## config.mk

```make
export PLATFORM = sky130hd
export DESIGN_NAME = ta_guard
export DESIGN_NICKNAME = d
export VERILOG_FILES = /design/src/rtl/ta_guard_pkg.sv /design/src/rtl/ta_key_seq.sv /design/src/rtl/ta_prot_reg.sv /design/src/rtl/ta_guard.sv
export SDC_FILE = /design/constraint.sdc
export NUM_CORES = 1
export LEC_CHECK = 0
export BUFFER_PORTS_ARGS = -buffer_cell sky130_fd_sc_hd__buf_2
export CELL_PAD_IN_SITES_DETAIL_PLACEMENT = 0
export CELL_PAD_IN_SITES_GLOBAL_PLACEMENT = 1
export CORE_MARGIN = 2
export CORE_UTILIZATION = 28
export DETAILED_ROUTE_END_ITERATION = 10
export PLACE_DENSITY_LB_ADDON = 0.08
export REMOVE_ABC_BUFFERS = 1
export SYNTH_ARGS = -nofsm -noshare
export SYNTH_HDL_FRONTEND = slang
export SYNTH_SLANG_ARGS = --single-unit
```

## constraint.sdc

```tcl
create_clock -name clk -period 1.8 [get_ports clk]
set_clock_uncertainty 0.15 [all_clocks]
set_input_delay 0.18 -clock clk [delete_from_list [all_inputs] [get_ports clk]]
set_output_delay 0.18 -clock clk [all_outputs]
set_load 0.005 [all_outputs]
```

## src/rtl/ta_guard_pkg.sv

```systemverilog
package ta_guard_pkg;
   typedef enum logic [1:0] {
      TA_IDLE  = 2'd0,
      TA_ARMED = 2'd1,
      TA_OPEN  = 2'd2
   } ta_phase_e;
endpackage

```

## src/rtl/ta_key_seq.sv

```systemverilog
module ta_key_seq
   import ta_guard_pkg::*;
#(
   parameter int AW = 8,
   parameter int DW = 8,
   parameter logic [AW-1:0] KEY_ADDR = 8'hC7,
   parameter logic [DW-1:0] KEY1 = 8'hAA,
   parameter logic [DW-1:0] KEY2 = 8'h55,
   parameter int WIN_CYC = 3
) (
   input  logic          clk,
   input  logic          rst,
   input  logic          wr_en,
   input  logic [AW-1:0] wr_addr,
   input  logic [DW-1:0] wr_data,
   output logic          win_open_o
);
   localparam int CNT_W = $clog2(WIN_CYC + 1);
   localparam logic [CNT_W-1:0] CNT_LOAD = CNT_W'(WIN_CYC);
   localparam logic [CNT_W-1:0] CNT_ONE  = CNT_W'(1);

   if (WIN_CYC < 1) begin : g_bad_win
      $error("WIN_CYC must be at least 1");
   end
   if (KEY1 == KEY2) begin : g_bad_keys
      $error("KEY1 and KEY2 must differ");
   end

   ta_phase_e        phase_q, phase_n;
   logic [CNT_W-1:0] cnt_q, cnt_n;
   logic             key_hit;

   assign key_hit = wr_en && (wr_addr == KEY_ADDR);

   always_comb begin
      phase_n = phase_q;
      cnt_n   = cnt_q;
      if (phase_q != TA_IDLE) begin
         if (cnt_q == CNT_ONE) begin
            phase_n = TA_IDLE;
            cnt_n   = '0;
         end else begin
            cnt_n = cnt_q - CNT_ONE;
         end
      end
      if (key_hit) begin
         if (wr_data == KEY1) begin
            phase_n = TA_ARMED;
            cnt_n   = CNT_LOAD;
         end else if (wr_data == KEY2 && phase_q == TA_ARMED) begin
            phase_n = TA_OPEN;
            cnt_n   = CNT_LOAD;
         end else begin
            phase_n = TA_IDLE;
            cnt_n   = '0;
         end
      end
   end

   always_ff @(posedge clk) begin
      if (rst) begin
         phase_q <= TA_IDLE;
         cnt_q   <= '0;
      end else begin
         phase_q <= phase_n;
         cnt_q   <= cnt_n;
      end
   end

   assign win_open_o = (phase_q == TA_OPEN);

   // Independent age counter used only by the window checks.
   logic [CNT_W:0] chk_age;
   always_ff @(posedge clk) begin
      if (rst) begin
         chk_age <= '0;
      end else if (key_hit && (wr_data == KEY1 || (wr_data == KEY2 && phase_q == TA_ARMED))) begin
         chk_age <= '0;
      end else if (chk_age <= (CNT_W+1)'(WIN_CYC)) begin
         chk_age <= chk_age + 1'b1;
      end
   end


   key2_opens_chk: assert property (@(posedge clk) disable iff (rst)
      (key_hit && wr_data == KEY2 && phase_q == TA_ARMED) |=> win_open_o);

   window_bound_chk: assert property (@(posedge clk) disable iff (rst)
      (phase_q != TA_IDLE) |-> (chk_age < (CNT_W+1)'(WIN_CYC)));

   bad_key_aborts_chk: assert property (@(posedge clk) disable iff (rst)
      (key_hit && wr_data != KEY1 && wr_data != KEY2) |=> (phase_q == TA_IDLE));

   rearm_closes_chk: assert property (@(posedge clk) disable iff (rst)
      (key_hit && wr_data == KEY1) |=> (!win_open_o && phase_q == TA_ARMED));
endmodule

```

## src/rtl/ta_prot_reg.sv

```systemverilog
module ta_prot_reg #(
   parameter int AW = 8,
   parameter int DW = 8,
   parameter logic [AW-1:0] CTRL_ADDR = 8'hD8,
   parameter logic [DW-1:0] PROT_MASK = 8'h02,
   parameter logic [DW-1:0] CTRL_RST  = 8'h02
) (
   input  logic          clk,
   input  logic          rst,
   input  logic          wr_en,
   input  logic [AW-1:0] wr_addr,
   input  logic [DW-1:0] wr_data,
   input  logic          unlock_i,
   output logic [DW-1:0] q_o
);
   if (PROT_MASK == '0) begin : g_bad_mask
      $error("PROT_MASK must select at least one bit");
   end

   logic hit;
   assign hit = wr_en && (wr_addr == CTRL_ADDR);

   for (genvar i = 0; i < DW; i++) begin : g_bit
      if (PROT_MASK[i]) begin : g_guarded
         always_ff @(posedge clk) begin
            if (rst)                q_o[i] <= CTRL_RST[i];
            else if (hit && unlock_i) q_o[i] <= wr_data[i];
         end
      end else begin : g_free
         always_ff @(posedge clk) begin
            if (rst)      q_o[i] <= CTRL_RST[i];
            else if (hit) q_o[i] <= wr_data[i];
         end
      end
   end


   locked_hold_chk: assert property (@(posedge clk) disable iff (rst)
      !(hit && unlock_i) |=> $stable(q_o & PROT_MASK));

   free_bits_chk: assert property (@(posedge clk) disable iff (rst)
      hit |=> ((q_o & ~PROT_MASK) == ($past(wr_data) & ~PROT_MASK)));

   other_addr_chk: assert property (@(posedge clk) disable iff (rst)
      !hit |=> $stable(q_o));
endmodule

```

## src/rtl/ta_guard.sv

```systemverilog
module ta_guard #(
   parameter int AW = 8,
   parameter int DW = 8,
   parameter logic [AW-1:0] KEY_ADDR  = 8'hC7,
   parameter logic [AW-1:0] CTRL_ADDR = 8'hD8,
   parameter logic [DW-1:0] KEY1      = 8'hAA,
   parameter logic [DW-1:0] KEY2      = 8'h55,
   parameter int WIN_CYC              = 3,
   parameter logic [DW-1:0] PROT_MASK = 8'h02,
   parameter logic [DW-1:0] CTRL_RST  = 8'h02
) (
   input  logic          clk,
   input  logic          rst,
   input  logic          wr_en,
   input  logic [AW-1:0] wr_addr,
   input  logic [DW-1:0] wr_data,
   input  logic [AW-1:0] rd_addr,
   output logic [DW-1:0] rd_data,
   output logic [DW-1:0] ctrl_q,
   output logic          win_open
);
   if (KEY_ADDR == CTRL_ADDR) begin : g_bad_map
      $error("KEY_ADDR and CTRL_ADDR must differ");
   end

   ta_key_seq #(
      .AW(AW), .DW(DW), .KEY_ADDR(KEY_ADDR),
      .KEY1(KEY1), .KEY2(KEY2), .WIN_CYC(WIN_CYC)
   ) seq_i (
      .clk(clk), .rst(rst), .wr_en(wr_en), .wr_addr(wr_addr),
      .wr_data(wr_data), .win_open_o(win_open)
   );

   ta_prot_reg #(
      .AW(AW), .DW(DW), .CTRL_ADDR(CTRL_ADDR),
      .PROT_MASK(PROT_MASK), .CTRL_RST(CTRL_RST)
   ) reg_i (
      .clk(clk), .rst(rst), .wr_en(wr_en), .wr_addr(wr_addr),
      .wr_data(wr_data), .unlock_i(win_open), .q_o(ctrl_q)
   );

   always_comb begin
      if (rd_addr == KEY_ADDR)       rd_data = {{(DW-1){1'b0}}, win_open};
      else if (rd_addr == CTRL_ADDR) rd_data = ctrl_q;
      else                           rd_data = '0;
   end
endmodule

```

==> results.toml <==
[cells_and_area]
synthToLayoutAreaGrowth_pct = 47.9
final_util_pct = 44.6
mostFrequentLayoutCell = "sky130_fd_sc_hd__buf_2"
mostFrequentLayoutCells = "43 x sky130_fd_sc_hd__buf_2, 10 x sky130_fd_sc_hd__nor2_1, 10 x sky130_fd_sc_hd__dfxtp_1, 7 x sky130_fd_sc_hd__and2_1, 7 x sky130_fd_sc_hd__mux2i_1"
drive_gt1_share_pct = 50.0
multiInputGateArea_um2 = 468
stdcell_count = 150
ff_latch_area_um2 = 243
num_antenna_cells = 0
layout.filler_cells = 251
final_nets = 152

[setup_path]
cp_max_fo = 4
crit_path_launch_type = "flop"
regToRegStartpoint = "seq_i.phase_q[1]"
reg2reg_slack_ns = 0.37
r2r_cells = 4
r2r-end = "seq_i.cnt_q[0]"
critPathKind = "reg -> out"
timing.critical_path.required_ns = 1.47
worstPathArrival_ns = 1.40
critical_path.endpoint_type = "primary output"

[route]
postRouteAntennaNets = 0
drtPass1Iterations = 4
route.detailed.wl_per_inst_um = 11.2
detail_route.vias_per_cell = 4.78
wl_um = 1680
first_iter_violations = 5
post-route-drc-count = 0
vias = 717

[placement]
dp_hpwl_um = 1380
number_of_cells_after_detailed_placement = 146
port_buffers = 43
gp_routability_congestion = 0.752

[timing]
tightest_slew_ns = 0.407
timing_hold_violations_final = 0
timing.final.crit_period_ns = 1.73
achievable-frequency_mhz = 579
fin_tns_setup_ns = 0
timing.final.crit_share_pct = 95.9
rsz0062_at_grt = "true"
final-setup-viol-count = 0
slew_headroom_pct = 72.6
finalMaxSlewViolations = 0

[global_route]
pin_count_of_the_biggest_net_entering_global_routing = 13
grt_pass1_wl_um = 2710
grt_overflow = 0
first_global_vias = 637
globalRouteTotalUtil_pct = 13.0
initial_antenna_violation_count = 0

[floorplanning]
total_die_area_mm2 = 0.00287
core_area_mm2 = 0.00228
ioPinCount = 44
die_height_um = 53.5
die_width_um = 53.5
placementRows = 17
initial_utilization_pct = 30.2

[cts]
cts_buffer_depth = 2
clkTransAtPathRegs_ns = 0.07
tritoncts = "built"
cts.htree.levels = 1
cts_root_buffer = "sky130_fd_sc_hd__clkbuf_4"
clock_sink_count = 12
numCtsBuffers = 3
clock_insertion_delay_worst_skew_ns = 0.27

[yosys]
register_area_share_after_synthesis_pct = 35.0
synthesis.instances = 74
yosysWarnings = 0
synthesis.area_um2 = 687
number_of_library_cell_types_mapped_by_synthesis = 25
yosys_register_bits = 12
avgSynthCellArea_um2 = 9.28

[pwr]
pwr_density_cell_mw_per_mm2 = 482
power.static_leakage_nw = 0.508
irDropWorstVdd_mv = 0.252

[min_path]
whs_path_depth = 3
holdCritStartpoint = "wr_data[6]"
whs_endpoint = "reg_i.q_o[6]"
hp-class = "in -> reg"

[outcome]
status = "completed"

[flow_run]
cap_viol_max_count = 0
## per-layer routing
metal | GRT usage, % | vias to the layer above | routed length, um
li1 | - | 365 | -
met1 | 15.8 | 323 | 720
met2 | 21.8 | 27 | 817
met3 | 3.61 | 2 | 124
met4 | 5.13 | 0 | 17
met5 | 0 | - | 0
## where the power goes
group,switching [W],internal [W]
combinational,0.0000296,0.0000309
clock,0.0000865,0.0000774
sequential,0.000000184,0.000265
total,0.000116,0.000374
## final cells by class
| cell class | count | share of cell area, % |
|---|---|---|
| Inverter | 2 | 0.739 |
| Tap cell | 28 | 3.45 |
| Sequential cell | 12 | 23.9 |
| Clock buffer | 3 | 2.22 |
| Timing Repair Buffer | 46 | 23.6 |
| Multi-Input combinational cell | 59 | 46.1 |
## registers in the layout, indices dropped and copies added (netlist names)
register,cells
seq_i.cnt_q,2
seq_i.phase_q,2
reg_i.q_o,8
## repair_timing
| action | 4_1_cts | 5_1_grt |
|---|---|---|
| hold buffers | 1 | 0 |
| endpoints found under the hold margin | 1 | 0 |
| resized for setup | 0 | 8 |
| buffers inserted | 0 | 0 |
| endpoints found under the setup margin | 0 | 3 |
## worst max path at each step
stage	start	slack, ns	end
floorplan	rd_addr[1]	0.42	rd_data[1]
global placement	rd_addr[1]	0.22	rd_data[4]
detailed placement	rd_addr[1]	0.20	rd_data[5]
CTS	seq_i.phase_q[0]	0.06	rd_data[0]
global route	seq_i.phase_q[0]	-0.03	rd_data[0]
finish	seq_i.phase_q[0]	0.07	rd_data[0]
## synth_stat cells
master | count | area (um^2)
sky130_fd_sc_hd__a211o_1 | 1 | 8.76
sky130_fd_sc_hd__a211oi_1 | 1 | 7.51
sky130_fd_sc_hd__a21oi_1 | 3 | 15.0
sky130_fd_sc_hd__and2_1 | 7 | 43.8
sky130_fd_sc_hd__and4b_4 | 1 | 13.8
sky130_fd_sc_hd__clkbuf_1 | 1 | 3.75
sky130_fd_sc_hd__dfxtp_1 | 12 | 240
sky130_fd_sc_hd__ha_1 | 1 | 12.5
sky130_fd_sc_hd__inv_1 | 2 | 7.51
sky130_fd_sc_hd__mux2_2 | 1 | 11.3
sky130_fd_sc_hd__mux2i_1 | 7 | 70.1
sky130_fd_sc_hd__nand2_1 | 4 | 15.0
sky130_fd_sc_hd__nand2b_1 | 2 | 12.5
sky130_fd_sc_hd__nand3_1 | 1 | 5.00
sky130_fd_sc_hd__nand3_4 | 1 | 17.5
sky130_fd_sc_hd__nand4b_1 | 3 | 26.3
sky130_fd_sc_hd__nand4bb_1 | 1 | 11.3
sky130_fd_sc_hd__nor2_1 | 10 | 37.5
sky130_fd_sc_hd__nor3_1 | 4 | 20.0
sky130_fd_sc_hd__nor3b_1 | 2 | 15.0
sky130_fd_sc_hd__nor3b_4 | 1 | 18.8
sky130_fd_sc_hd__nor4_1 | 4 | 25.0
sky130_fd_sc_hd__nor4b_4 | 1 | 23.8
sky130_fd_sc_hd__o21a_1 | 1 | 7.51
sky130_fd_sc_hd__or3b_2 | 2 | 17.5
## per-stage QoR
step | hold slack (ns) | power (W) | setup slack [ns] | area [um^2]
2_1_floorplan | 0.0991 | 0.000284 | 0.423 | 683
3_3_place_gp | 0.272 | 0.000327 | 0.218 | 948
3_5_place_dp | 0.281 | 0.000328 | 0.204 | 948
4_1_cts | 0.0170 | 0.000500 | 0.0642 | 981
5_1_grt | 0.0174 | 0.000520 | -0.0280 | 1020
6_report | 0.0248 | 0.000490 | 0.0741 | 1020
## critical path: stages, from the launching register on
cell                       delay, ns
sky130_fd_sc_hd__dfxtp_2        0.33
sky130_fd_sc_hd__nand2b_4       0.16
sky130_fd_sc_hd__nor4_4         0.27
sky130_fd_sc_hd__a21oi_2        0.05
sky130_fd_sc_hd__nor3_1         0.17
sky130_fd_sc_hd__buf_2          0.13
## logic make-up after synthesis
family | after synthesis | share of synthesized area [%]
fa+ha+maj | 1 | 1.82
simple gates | 44 | 44.1
compound gates | 6 | 5.65
buf+inv | 3 | 1.64
flops | 12 | 35.0
mux | 8 | 11.8
(Power assumes the default switching activity.)
